[src/rtl/adc_seq_pkg.sv]
package adc_seq_pkg;
  typedef enum logic [1:0] {
    ST_IDLE = 2'd0,
    ST_ACQ  = 2'd1,
    ST_CONV = 2'd2
  } seq_st_e;
endpackage

[src/rtl/adc_scan_pick.sv]
module adc_scan_pick #(
  parameter int NIN = 16,
  parameter int IW  = 4
) (
  input  logic [NIN-1:0] mask_i,
  input  logic [NIN-1:0] used_i,
  output logic [IW-1:0]  pick_o,
  output logic           wrap_o,
  output logic           any_o
);
  logic [NIN-1:0] rem;
  logic [NIN-1:0] src;

  assign rem    = mask_i & ~used_i;
  assign wrap_o = (rem == '0);
  assign src    = wrap_o ? mask_i : rem;
  assign any_o  = |mask_i;

  // lowest set bit wins: scan from top so the last hit is the lowest
  always_comb begin
    pick_o = '0;
    for (int i = NIN - 1; i >= 0; i--) begin
      if (src[i]) pick_o = IW'(i);
    end
  end
endmodule

[src/rtl/adc_irq_cnt.sv]
module adc_irq_cnt #(
  parameter int CW = 4
) (
  input  logic          clk_i,
  input  logic          rst_ni,
  input  logic          clr_i,
  input  logic          step_i,
  input  logic [CW-1:0] limit_i,
  output logic          wrap_o
);
  logic [CW-1:0] cnt_q;

  assign wrap_o = step_i && (cnt_q == limit_i);

  always_ff @(posedge clk_i or negedge rst_ni) begin
    if (!rst_ni)      cnt_q <= '0;
    else if (clr_i)   cnt_q <= '0;
    else if (wrap_o)  cnt_q <= '0;
    else if (step_i)  cnt_q <= cnt_q + 1'b1;
  end
endmodule

[src/rtl/adc_seq_ctrl.sv]
module adc_seq_ctrl
  import adc_seq_pkg::*;
#(
  parameter int NCH = 4,
  parameter int IW  = 4,
  parameter int CW  = 4
) (
  input  logic                  clk_i,
  input  logic                  rst_ni,
  input  logic                  en_i,
  input  logic [1:0]            chan_cnt_i,
  input  logic                  simul_i,
  input  logic                  alt_i,
  input  logic                  scan_en_i,
  input  logic [(1<<IW)-1:0]    scan_mask_i,
  input  logic [CW-1:0]         seq_per_irq_i,
  input  logic [NCH*IW-1:0]     mux_a_i,
  input  logic [NCH*IW-1:0]     mux_b_i,
  input  logic                  start_i,
  input  logic                  trig_i,
  input  logic                  conv_done_i,
  output logic [NCH-1:0]        samp_o,
  output logic [NCH*IW-1:0]     sel_o,
  output logic                  conv_req_o,
  output logic [$clog2(NCH)-1:0] conv_ch_o,
  output logic                  res_valid_o,
  output logic [$clog2(NCH)-1:0] res_ch_o,
  output logic [IW-1:0]         res_input_o,
  output logic                  irq_o
);
  localparam int NIN = 1 << IW;
  localparam int CHW = $clog2(NCH);

  seq_st_e          st_q;
  logic [CHW-1:0]   ch_q;
  logic [CHW-1:0]   last_ch;
  logic [NCH-1:0]   act_mask;
  logic             use_b_q;
  logic [NIN-1:0]   used_q;
  logic [IW-1:0]    pick;
  logic             pick_wrap;
  logic             mask_any;
  logic             scan_act;
  logic             done_ev;
  logic             seq_end;
  logic             irq_wrap;
  logic [IW-1:0]    sel [NCH];

  always_comb begin
    unique case (chan_cnt_i)
      2'b00:   last_ch = '0;
      2'b01:   last_ch = CHW'(1);
      default: last_ch = CHW'(NCH - 1);
    endcase
  end

  adc_scan_pick #(.NIN(NIN), .IW(IW)) u_pick (
    .mask_i (scan_mask_i),
    .used_i (used_q),
    .pick_o (pick),
    .wrap_o (pick_wrap),
    .any_o  (mask_any)
  );

  assign scan_act = scan_en_i && !use_b_q && mask_any;
  assign done_ev  = (st_q == ST_CONV) && conv_done_i;
  assign seq_end  = done_ev && (ch_q == last_ch);

  adc_irq_cnt #(.CW(CW)) u_cnt (
    .clk_i   (clk_i),
    .rst_ni  (rst_ni),
    .clr_i   (!en_i),
    .step_i  (seq_end),
    .limit_i (seq_per_irq_i),
    .wrap_o  (irq_wrap)
  );

  for (genvar k = 0; k < NCH; k++) begin : g_ch
    if (k == 0) begin : g_ch0
      assign sel[k] = use_b_q  ? mux_b_i[k*IW +: IW] :
                      scan_act ? pick : mux_a_i[k*IW +: IW];
    end else begin : g_chn
      assign sel[k] = use_b_q ? mux_b_i[k*IW +: IW] : mux_a_i[k*IW +: IW];
    end
    assign act_mask[k] = (CHW'(k) <= last_ch);
    assign sel_o[k*IW +: IW] = sel[k];
  end

  always_comb begin
    samp_o = '0;
    if (st_q == ST_ACQ) samp_o = simul_i ? act_mask : (NCH'(1) << ch_q);
  end

  assign conv_req_o = (st_q == ST_CONV);
  assign conv_ch_o  = ch_q;

  always_ff @(posedge clk_i or negedge rst_ni) begin
    if (!rst_ni) begin
      st_q    <= ST_IDLE;
      ch_q    <= '0;
      use_b_q <= 1'b0;
    end else if (!en_i) begin
      st_q    <= ST_IDLE;
      ch_q    <= '0;
      use_b_q <= 1'b0;
    end else begin
      unique case (st_q)
        ST_IDLE: if (start_i) begin
          st_q <= ST_ACQ;
          ch_q <= '0;
        end
        ST_ACQ: if (trig_i) st_q <= ST_CONV;
        ST_CONV: if (conv_done_i) begin
          if (ch_q == last_ch) begin
            st_q    <= ST_IDLE;
            ch_q    <= '0;
            use_b_q <= alt_i && !use_b_q;
          end else begin
            ch_q <= ch_q + 1'b1;
            // simultaneous: all held already, go straight to next conversion
            st_q <= simul_i ? ST_CONV : ST_ACQ;
          end
        end
        default: st_q <= ST_IDLE;
      endcase
    end
  end

  always_ff @(posedge clk_i or negedge rst_ni) begin
    if (!rst_ni)                 used_q <= '0;
    else if (!en_i || irq_wrap)  used_q <= '0;
    else if (done_ev && ch_q == '0 && scan_act)
      used_q <= (pick_wrap ? '0 : used_q) | (NIN'(1) << pick);
  end

  always_ff @(posedge clk_i or negedge rst_ni) begin
    if (!rst_ni) begin
      res_valid_o <= 1'b0;
      res_ch_o    <= '0;
      res_input_o <= '0;
      irq_o       <= 1'b0;
    end else begin
      res_valid_o <= done_ev && en_i;
      irq_o       <= irq_wrap && en_i;
      if (done_ev) begin
        res_ch_o    <= ch_q;
        res_input_o <= sel[ch_q];
      end
    end
  end

  // request held with stable channel until done
  a_r5_req_hold: assert property (@(posedge clk_i) disable iff (!rst_ni)
    (conv_req_o && !conv_done_i && en_i) |=> (conv_req_o && $stable(conv_ch_o)));

  // each result follows an accepted handshake
  a_r6_res_after_done: assert property (@(posedge clk_i) disable iff (!rst_ni)
    res_valid_o |-> $past(conv_req_o && conv_done_i));

  // interrupt only with a result
  a_r9_irq_with_res: assert property (@(posedge clk_i) disable iff (!rst_ni)
    irq_o |-> res_valid_o);

  // disable clears strobes and A/B phase
  a_r10_disable_idle: assert property (@(posedge clk_i) disable iff (!rst_ni)
    !en_i |=> (!conv_req_o && samp_o == '0 && !use_b_q));

  // scanned input is always a member of the mask
  a_r8_pick_in_mask: assert property (@(posedge clk_i) disable iff (!rst_ni)
    scan_act |-> scan_mask_i[pick]);

  // sequential mode acquires one channel at a time
  a_r2_one_acq: assert property (@(posedge clk_i) disable iff (!rst_ni)
    !simul_i |-> $onehot0(samp_o));
endmodule

[config.mk]
export PLATFORM = sky130hd
export DESIGN_NAME = adc_seq_ctrl
export DESIGN_NICKNAME = d
export VERILOG_FILES = /design/src/rtl/adc_seq_pkg.sv /design/src/rtl/adc_scan_pick.sv /design/src/rtl/adc_irq_cnt.sv /design/src/rtl/adc_seq_ctrl.sv
export SDC_FILE = /design/constraint.sdc
export NUM_CORES = 1
export LEC_CHECK = 0
export BUFFER_PORTS_ARGS = -buffer_cell sky130_fd_sc_hd__buf_4
export CORE_MARGIN = 8
export CORE_UTILIZATION = 36
export CTS_BUF_LIST = sky130_fd_sc_hd__clkbuf_4 sky130_fd_sc_hd__clkbuf_8
export DETAILED_ROUTE_END_ITERATION = 8
export PLACE_DENSITY_LB_ADDON = 0.08
export SLEW_MARGIN = 20
export SYNTH_ARGS = -nofsm -noshare
export SYNTH_HDL_FRONTEND = slang
export SYNTH_HIERARCHICAL = 1
export SYNTH_SLANG_ARGS = --single-unit
[constraint.sdc]
create_clock -name clk_i -period 3 [get_ports clk_i]
set_input_delay 0.45 -clock clk_i [delete_from_list [all_inputs] [get_ports clk_i]]
set_output_delay 0.45 -clock clk_i [all_outputs]
set_load 0.05 [all_outputs]
==> qor.txt, run 1 <==
Status: complete, but fails checks
Violated checks: negative setup slack
Met1 Usage GRT: 22.7%
Pwr dens: 355 nW/um2
Post-DR vias/cell: 5.29
Nets: 515
Slew margin rel.: 58.6%
Crit Path Max Fanout: 8
Yosys top cell by area: dfrtp_1
Vias in the first global route: 2901
Critical Path RT: 2.55 ns
Total GRT Usage: 17.3%
Final worst path period share: 110%
Total power draw: 1.47 mW
Crit path time final: 3.30 ns
Top_reg_cell synth: dfrtp_1
Clock Sinks: 33
Area Overhead vs Synth: 60.0%
Net Count, Synth: 374
Setup_tns: -0.984 ns
Vias: 2893
TritonCTS Buffers: 5
Sequential share of the synthesized area: 31.9%
Layout cells sized above 1: 48.9%
Final setup margin: -0.304 ns
Cell area after synthesis: 2590 um2
Initial core utilization: 36.5%
I/O pin count: 94
Diode count: 0
Post-Layout Cell Count: 547
CP delay by family, top: compound AO/OA/AOI/OAI gates
Final ANT Viol Nets: 0
Busiest layer in global routing: met2
Top cell by count, worst path: a211oi_2
Count leader, synth: nor2_1
Worst Setup End Kind: primary output
GPL Wtd Cong: 0.876
CTS tree: done
Crit path launch: used_q[6]$_DFFE_PN0P_
Number of synthesized flops with an enable pin: 0
I/O Buffers: 93
Fmax: 0.303 GHz
Post-Synthesis Cells: 306
Placement Setup Slack: -0.574 ns
Slowest-stage cell, CP: dfrtp_1
Synthesized flop and latch total: 33
Global-route met2 utilization: 27.8%
Die area: 10200 um2
Worst stage delay on the critical path: 0.42 ns
GRT overflow: 0
Top cells by area, synth: dfrtp_1, nor2b_1, mux2_2, nor2_1, nand2_1
DR iter-0 viols: 167
Yosys top cell area share: 31.9%
Pin count of the biggest net entering global routing: 34
Clock Root Buffer: clkbuf_8
Setup Crit Path Kind: reg -> out
Worst VDD drop: 222 uV
Drt pass-1 iters: 5
Ys async rst share: 100%
Worst reg2reg path depth: 14
Die Span X: 101 um
Leakage Power: 1.84 nW
HPWL Detailed: 6.90 mm
First-pass GRT wire length: 14.3 mm
R2r setup slk: 0.09 ns
Worst setup path endpoint: sel_o[0]
M3 GR Usage: 4.01%
Longest Clk Path Bufs: 2
Routed WL: 9.12 mm
Synth warn: 6
Slew Limit Fails: 0
# DRC: 0
Worst Tran Pin Value: 0.621 ns
Stages on worst setup path: 13
Worst setup SP type: flip-flop
Initial antenna violation count: 0
Die span in y: 101 um
Max cap viols: 0
Cells after DPL: 533
Post-synthesis cell type count: 57
Worst endpoint data arrival time: 2.85 ns
Clock transition at the registers of the reported paths: 0.07 ns
Synth Area per Inst: 8.46 um2
Min-delay worst type: in -> async
Worst reg2reg path endpoint: res_input_o[1]$_DFFE_PN0N_
Clock tree skew after final layout: 0.00641 ns
Unrepaired setup endpoints after global routing: true
Fin. Hold Viols: 0
CTS H-tree lvls: 2
Sequence of cells on the critical path: nor2b_2 > a2111oi_4 > nand4_1 > buf_6 > clkinv_8 > o21ai_2 > o211ai_1 > a211oi_2 > o21ai_1 > and3_1 > a211oi_2 > nor2_2 > buf_4
Hold slack: 0.111 ns
Std cell rows: 31
Setup violators final: 4
Synth top cells by count: nor2_1, dfrtp_1, nand2_1
Worst-Skew Late Latency: 0.28 ns
Worst r2r src: used_q[6]$_DFFE_PN0P_
Core Region: 7100 um2
Worst Path Buf+Inv: 3
Routed wire per std cell: 16.7 um
-- per-stage QoR --
stage / instance area [um2] / util, %
final: 4150 / 58.4
after global routing: 4150 / 58.4
after floorplan: 2640 / -
after global placement: 3760 / 53.0
after detailed placement: 3760 / 53.0
after CTS: 4010 / 56.5
-- how the worst min path moves through the flow --
stage,endpoint,slack [ns],cells past startpoint
after floorplan,conv_ch_o[0]$_DFFE_PN0P_,0.15,0
after global placement,u_cnt/cnt_q[2]$_DFFE_PN0P_,0.43,1
after detailed placement,u_cnt/cnt_q[2]$_DFFE_PN0P_,0.43,1
after CTS,used_q[5]$_DFFE_PN0P_,0.12,1
after global routing,u_cnt/cnt_q[0]$_DFFE_PN0P_,0.13,1
final,u_cnt/cnt_q[0]$_DFFE_PN0P_,0.11,1
-- final cells by class --
cell class	instances	area, um2
Timing Repair Buffer	148	1130
Sequential cell	33	827
Clock buffer	7	90.1
Inverter	16	75.1
Fill cell	676	2950
Clock inverter	1	30.0
Multi-Input combinational cell	243	1870
Tap cell	99	124
-- layout by cell type, fill, tap and decap left out, types with 3 or more instances in the layout --
master,instances
a21oi_1,12
nor2_1,30
a2111oi_4,3
inv_1,12
nand2_1,29
nand3b_1,4
nor2b_1,11
nand3_1,3
xnor2_1,4
buf_4,144
a32oi_1,9
and3_1,3
a21boi_2,3
o21ai_1,5
o21ai_0,9
nand2b_1,5
nor2b_2,10
nand4_1,8
ha_1,5
clkbuf_8,6
o221ai_1,3
o31a_1,3
nor4_1,5
a22oi_1,3
mux2_2,12
mux2i_1,5
a21boi_1,3
a211oi_2,3
and4b_1,3
dfrtp_1,32
-- logic make-up after synthesis --
kind of cell	after synthesis	share of synthesized area [%]
fa+ha+maj	5	2.42
xor+xnor	4	1.35
buf+inv	30	4.88
simple gates	133	27.9
compound gates	82	23.2
mux	19	8.41
flops	33	31.9
-- per-layer routing --
layer / part of all wire, % / vias to the layer above / wire [um]
li1: - / 1418 / -
met1: 46 / 1380 / 4160
met2: 48 / 85 / 4330
met3: 5.7 / 10 / 516
met4: 1.2 / 0 / 110
met5: 0 / - / 0
-- flip-flops by register name (all words and copies together), names as in the netlist, 2 cells and up --
name         count
used_q          16
res_input_o      4
u_cnt/cnt_q      4
conv_ch_o        2
res_ch_o         2
st_q             2
-- report_power, final --
group | switching [mW] | internal (mW) | total [mW]
Combinational | 0.319 | 0.215 | 0.534
Sequential | 0.0212 | 0.473 | 0.494
Clock | 0.163 | 0.280 | 0.443
-- what timing repair did --
item | in CTS | in global routing
setup buffers | 3 | 5
resized for setup | 29 | 27
hold buffers | 0 | 0
setup endpoints to repair | 16 | 19
endpoints found under the hold margin | 0 | 0
gates cloned | 0 | 0
pin swaps | 15 | 10
Note: power is estimated with default switching activity, not from simulation.
==> run 2: changes to the inputs <==
--- a/config.mk
+++ b/config.mk
@@ -6,6 +6,7 @@
 export NUM_CORES = 1
 export LEC_CHECK = 0
 export BUFFER_PORTS_ARGS = -buffer_cell sky130_fd_sc_hd__buf_4
+export CORE_ASPECT_RATIO = 0.9
 export CORE_MARGIN = 8
 export CORE_UTILIZATION = 36
 export CTS_BUF_LIST = sky130_fd_sc_hd__clkbuf_4 sky130_fd_sc_hd__clkbuf_8
==> run 2 against run 1 <==
Compared with the run above:
- the flow still finishes with violations (negative setup slack)
- fmax shrank 2.4%
- design area increased by 0.15%
- total power shrank 5.4%
- register-to-register slack worse by 0.04 ns
- die area is essentially flat
- sequential power is 0.8% higher
- largest power group unchanged
==> qor.txt, run 2 (same netlist as run 1, synthesis figures left out) <==
Status: complete, but fails checks
Violated checks: negative setup slack
Final ANT Viol Nets: 0 (unchanged)
Worst setup path endpoint: sel_o[1]
Most frequent cells in the layout: buf_4, dfrtp_1, nand2_1, nor2_1, nor2b_1
Cells after DPL: 533 (unchanged)
Worst reg2reg path depth: 14 (unchanged)
First-pass GRT wire length: 15.2 mm (+6.1%)
Worst reg2reg path endpoint: used_q[3]$_DFFE_PN0P_
Worst setup SP type: flip-flop
Final worst path period share: 113% (+2.8 points)
Worst Setup End Kind: primary output
Worst VDD drop: 241 uV (+8.4%)
Crit path time final: 3.39 ns (+0.0828 ns)
DR iter-0 viols: 123 (-26%)
Longest Clk Path Bufs: 2 (unchanged)
Final setup margin: -0.387 ns (-0.0828 ns)
Total GRT Usage: 18.5% (+1.2 points)
Worst-Skew Late Latency: 0.28 ns (about the same)
Unrepaired setup endpoints after global routing: true
Sequence of cells on the critical path: inv_1 > a2111oi_4 > nand4_1 > buf_6 > inv_8 > o21ai_4 > a221oi_4 > o221ai_2 > a221oi_2 > and3_1 > a211oi_2 > nor2_4 > buf_8
Routed wire per std cell: 17.2 um (+3.2%)
Clock transition at the registers of the reported paths: 0.07 ns (about the same)
Fin. Hold Viols: 0 (unchanged)
R2r setup slk: 0.05 ns (-0.04 ns)
Setup Crit Path Kind: reg -> out
CTS tree: done
Post-DR vias/cell: 5.38 (+1.8%)
Top Layer Used: met4
Clock Root Buffer: clkbuf_8
Initial antenna violation count: 0 (unchanged)
Slew margin rel.: 61.3% (+2.7 points)
Vias in the first global route: 3108 (+7.1%)
Post-layout util: 59.3% (+0.88 points)
GPL Wtd Cong: 0.857 (-2.2%)
Slowest-stage cell, CP: a2111oi_4
Worst endpoint data arrival time: 2.94 ns (+0.09 ns)
Hold buffer count at CTS: 0 (unchanged)
Post-Layout Cell Count: 546 (-0.18%)
Pwr dens: 335 nW/um2 (-5.5%)
TritonCTS Buffers: 5 (unchanged)
M1 WL: 4.18 mm (+0.43%)
Core Region: 7000 um2 (-1.3%)
Max reg flops: 16 (unchanged)
Fmax: 0.295 GHz (-2.4%)
DR WL met2: 4.40 mm (+1.7%)
Area Overhead vs Synth: 60.3%
Biggest register: used_q
CTS H-tree lvls: 2 (unchanged)
I/O pin count: 94 (unchanged)
Worst stage delay on the critical path: 0.41 ns (about the same)
HPWL Detailed: 7.31 mm (+5.9%)
Crit path launch: used_q[5]$_DFFE_PN0P_
Layout cells sized above 1: 48.8% (-0.098 points)
Top Registers: used_q (16), res_input_o (4), u_cnt/cnt_q (4)
Min-delay worst type: in -> async
Worst Tran Pin Value: 0.580 ns (-0.0404 ns)
Commonest non-fill, non-tap cell in the layout: buf_4
Clock Sinks: 33 (unchanged)
Leakage Power: 1.86 nW (+0.94%)
Die area: 10200 um2 (about the same)
Crit Path Max Fanout: 7 (-1)
Hold slack: 0.107 ns (-0.00452 ns)
Total power draw: 1.39 mW (-5.4%)
Vias: 2939 (+1.6%)
I/O Buffers: 93 (unchanged)
Nets: 520 (+0.97%)
Drt pass-1 iters: 4 (-1)
Initial core utilization: 37.0% (+0.50 points)
Critical Path RT: 2.55 ns (about the same)
Clock tree skew after final layout: 0.00924 ns (+0.00284 ns)
Slew Limit Fails: 0 (unchanged)
Max cap viols: 0 (unchanged)
Std cell rows: 29 (-6.5%)
GRT overflow: 0 (unchanged)
Routed WL: 9.39 mm (+3.0%)
DR WL met3: 678 um (+31%)
Die span in y: 96.5 um (-4.3%)
Die Span X: 105 um (+4.5%)
Worst r2r src: used_q[5]$_DFFE_PN0P_
Diode count: 0 (unchanged)
# DRC: 0 (unchanged)
Setup violators final: 4 (unchanged)
Pin count of the biggest net entering global routing: 34 (unchanged)
## run 2: cell types whose count changed in the layout (fill, tap and decap cells not counted), sizes merged
cell | before | now
clkinv | 1 | 2
inv | 15 | 16
buf | 148 | 153
clkbuf | 7 | 6
bufinv | 1 | 0
## run 2: repair_timing
item | 4_1_cts | 5_1_grt
gates resized for setup | 40 | 16
buffers inserted | 6 | 3
setup endpoints to repair | 24 | 23
pin swaps | 14 | 18
endpoints found under the hold margin | 0 | 0
## run 2: worst min-delay path by stage
| stage | from | to | cells after the start |
|---|---|---|---|
| after global routing | rst_ni | res_valid_o$_DFF_PN0_ | 1 |
| after global placement | rst_ni | res_ch_o[0]$_DFFE_PN0N_ | 1 |
| final | rst_ni | res_input_o[3]$_DFFE_PN0N_ | 1 |
| after CTS | rst_ni | res_input_o[3]$_DFFE_PN0N_ | 1 |
| after floorplan | rst_ni | conv_ch_o[0]$_DFFE_PN0P_ | 0 |
| after detailed placement | rst_ni | res_input_o[3]$_DFFE_PN0N_ | 1 |
## run 2: power by group
group,internal (mW),switching (mW),leakage [nW],total (mW)
clock network,0.186,0.165,0.0512,0.351
registers,0.473,0.0247,0.454,0.498
logic,0.222,0.322,1.35,0.544
## run 2: per-stage QoR
| stage | setup WS, ns | TNS, ns | instance area, um2 |
|---|---|---|---|
| floorplan | -0.131 | -0.256 | 2640 |
| global placement | -0.792 | -12.09 | 3800 |
| detailed placement | -0.786 | -11.76 | 3800 |
| CTS | -0.383 | -2.81 | 4090 |
| global route | -0.513 | -1.81 | 4150 |
| finish | -0.387 | -1.19 | 4150 |
## run 2: area by class of cell
cell class	count	area, um2
fillers	629	2850
multi-input cells	243	1860
repair buffers	153	1180
flip-flops and latches	33	827
well taps	93	116
clock buffers	6	82.6
inverters	16	67.6
clock inverters	2	13.8
## run 2: routing by layer
| layer | global-route usage [%] | vias up |
|---|---|---|
| met5 | 0 | - |
| met4 | 4.39 | 0 |
| met3 | 6.03 | 12 |
| met2 | 31.6 | 97 |
| met1 | 22.4 | 1402 |
| li1 | - | 1428 |
## run 2: critical path, delay by kind of cell (launching register included)
family                 cells  cell delay, ns
buffers and inverters      4            0.52
flip-flops                 1            0.37
AO/OA/AOI/OAI              6            1.29
AND/OR/NAND/NOR            3            0.49
==> run 3: changes to the inputs <==
--- a/config.mk
+++ b/config.mk
@@ -7,8 +7,7 @@
 export LEC_CHECK = 0
 export BUFFER_PORTS_ARGS = -buffer_cell sky130_fd_sc_hd__buf_4
 export CORE_ASPECT_RATIO = 0.9
-export CORE_MARGIN = 8
-export CORE_UTILIZATION = 36
+export CORE_UTILIZATION = 39
 export CTS_BUF_LIST = sky130_fd_sc_hd__clkbuf_4 sky130_fd_sc_hd__clkbuf_8
 export DETAILED_ROUTE_END_ITERATION = 8
 export PLACE_DENSITY_LB_ADDON = 0.08
==> run 3 against run 2 <==
Compared with the run above:
- critical path depth unchanged
- highest routed layer unchanged
- cell count increased by 0.73%
- combinational power increased by 4.8%
- the flow still finishes with violations (negative setup slack)
- global-route usage increased by 7.5 points
- largest cell class unchanged
==> qor.txt, run 3 (same netlist as run 1, synthesis figures left out) <==
Status: complete, but fails checks
Violated checks: negative setup slack
I/O Buffers: 93 (unchanged)
Fmax: 0.290 GHz (-1.7%)
GPL Wtd Cong: 0.861 (+0.44%)
Clock Sinks: 33 (unchanged)
Leakage Power: 1.96 nW (+5.7%)
Worst stage delay on the critical path: 0.38 ns (-0.03 ns)
Clock Root Buffer: clkbuf_8
Std cell rows: 27 (-6.9%)
Die span in y: 79.3 um (-18%)
Worst-Skew Late Latency: 0.28 ns (about the same)
Critical Path RT: 2.55 ns (about the same)
Max cap viols: 0 (unchanged)
DR iter-0 viols: 161 (+31%)
Max reg flops: 16 (unchanged)
Setup violators final: 21 (+17)
Worst Path Buf+Inv: 4 (unchanged)
Worst VDD drop: 271 uV (+13%)
Layout cells sized above 1: 54.6% (+5.9 points)
Final setup margin: -0.446 ns (-0.0589 ns)
Unrepaired setup endpoints after global routing: true
Worst endpoint data arrival time: 3.00 ns (+0.06 ns)
M3 GR Usage: 5.20% (-0.84 points)
Pwr dens: 337 nW/um2 (+0.49%)
Diode count: 0 (unchanged)
CTS H-tree lvls: 2 (unchanged)
Crit path time final: 3.45 ns (+0.0589 ns)
Routed WL: 9.09 mm (-3.3%)
Multi-input gate area: 2040 um2 (+9.7%)
CP delay by family, top: simple AND/OR/NAND/NOR gates
First-pass GRT wire length: 14.0 mm (-7.7%)
Global-route met2 utilization: 44.4% (+13 points)
GRT overflow: 0 (unchanged)
Final worst path period share: 115% (+2.0 points)
Crit Path Max Fanout: 5 (-2)
Slowest-stage cell, CP: dfrtp_1
Worst setup SP type: flip-flop
Final ANT Viol Nets: 0 (unchanged)
Setup Crit Path Kind: reg -> out
Clock tree skew after final layout: 0.00857 ns (-0.000668 ns)
Layout fillers: 493 (-22%)
Nets: 530 (+1.9%)
Die Span X: 87.9 um (-17%)
Die area: 6970 um2 (-31%)
Worst Setup End Kind: primary output
Total GRT Usage: 26.1% (+7.5 points)
Initial antenna violation count: 0 (unchanged)
Initial core utilization: 41.4% (+4.5 points)
Post-layout util: 71.4% (+12 points)
Top Registers: used_q (16), res_input_o (4), u_cnt/cnt_q (4)
# DRC: 0 (unchanged)
Clock transition at the registers of the reported paths: 0.07 ns (about the same)
CTS tree: done
Post-DR vias/cell: 5.45 (+1.2%)
Commonest non-fill, non-tap cell in the layout: buf_4
Top cell by count, worst path: buf_6
Sequential standard cell area: 827 um2 (unchanged)
Core Region: 6250 um2 (-11%)
Vias in the first global route: 2995 (-3.6%)
R2r setup slk: -0.27 ns (-0.32 ns)
Pin count of the biggest net entering global routing: 34 (unchanged)
HPWL Detailed: 6.76 mm (-7.5%)
Slew margin rel.: 52.2% (-9.1 points)
Drt pass-1 iters: 4 (unchanged)
Sequence of cells on the critical path: inv_1 > a2111oi_4 > nand4_1 > buf_6 > a21boi_4 > buf_6 > and4b_1 > nand4b_1 > a31oi_2 > and3_4 > a211oi_4 > nor2_4 > buf_8
Busiest layer in global routing: met2
Longest Clk Path Bufs: 2 (unchanged)
Vias: 2996 (+1.9%)
Routed wire per std cell: 16.5 um (-4.0%)
Fin. Hold Viols: 0 (unchanged)
Hold buffer count at CTS: 0 (unchanged)
Placement Setup Slack: -0.781 ns (+0.00546 ns)
Min-delay worst type: in -> async
Biggest register: used_q
Most frequent cells in the layout: buf_4, dfrtp_1, nor2_1, nand2_1, buf_6
Met1 Usage GRT: 34.1% (+12 points)
TritonCTS Buffers: 5 (unchanged)
I/O pin count: 94 (unchanged)
Area Overhead vs Synth: 72.3%
Slew Limit Fails: 0 (unchanged)
Worst Tran Pin Value: 0.717 ns (+0.137 ns)
-- run 3: cell types whose count changed in the layout (fill, tap and decap cells not counted), sizes merged --
cell	previous run	this run
buf	153	163
bufinv	0	1
clkbuf	6	7
clkinv	2	1
inv	16	15
-- run 3: power breakdown --
group,switching [mW],internal [mW],total (mW)
registers,0.0244,0.473,0.498
logic,0.332,0.238,0.570
clock network,0.157,0.280,0.436
total,0.513,0.991,1.50
-- run 3: timing repair --
item,in CTS,in global routing
resized for setup,40,65
setup endpoints to repair,24,23
setup buffers,5,20
endpoints found under the hold margin,0,0
pin swaps,21,45
cloned,0,0
-- run 3: cell type report --
class | instances | share of cell area (%)
Clock buffer | 7 | 2.02
Clock inverter | 1 | 0.673
Timing Repair Buffer | 163 | 28.9
Sequential cell | 33 | 18.5
Multi-Input combinational cell | 243 | 45.8
Tap cell | 87 | 2.44
Inverter | 16 | 1.63
-- run 3: routing by layer --
metal	wire (um)	vias up
met5	0	-
li1	-	1451
met4	76	0
met3	512	10
met1	4050	1437
met2	4450	98
-- run 3: stage by stage --
step | power, mW | std cells | area (um2) | setup TNS [ns] | hold slack, ns
floorplan | 0.791 | 306 | 2640 | -0.256 | 0.154
global placement | 1.01 | 528 | 3800 | -12.84 | 0.419
detailed placement | 1.01 | 528 | 3800 | -10.12 | 0.419
CTS | 1.47 | 540 | 4100 | -1.67 | 0.115
global route | 1.57 | 550 | 4460 | -8.86 | 0.125
finish | 1.50 | 550 | 4460 | -4.82 | 0.104
-- run 3: final timing paths --
path                                               to                  startpoint  cells after the start
hold / removal                 used_q[11]$_DFFE_PN0P_                      rst_ni                      1
hold reg to reg            res_input_o[1]$_DFFE_PN0N_  res_input_o[1]$_DFFE_PN0N_                      2
setup / recovery                             sel_o[2]       used_q[5]$_DFFE_PN0P_                     13
max in group asynchronous         use_b_q$_DFFE_PN0P_                      rst_ni                      1
min in group clk_i                use_b_q$_DFFE_PN0P_                       alt_i                      3
setup reg to reg                used_q[7]$_DFFE_PN0P_       used_q[5]$_DFFE_PN0P_                     17
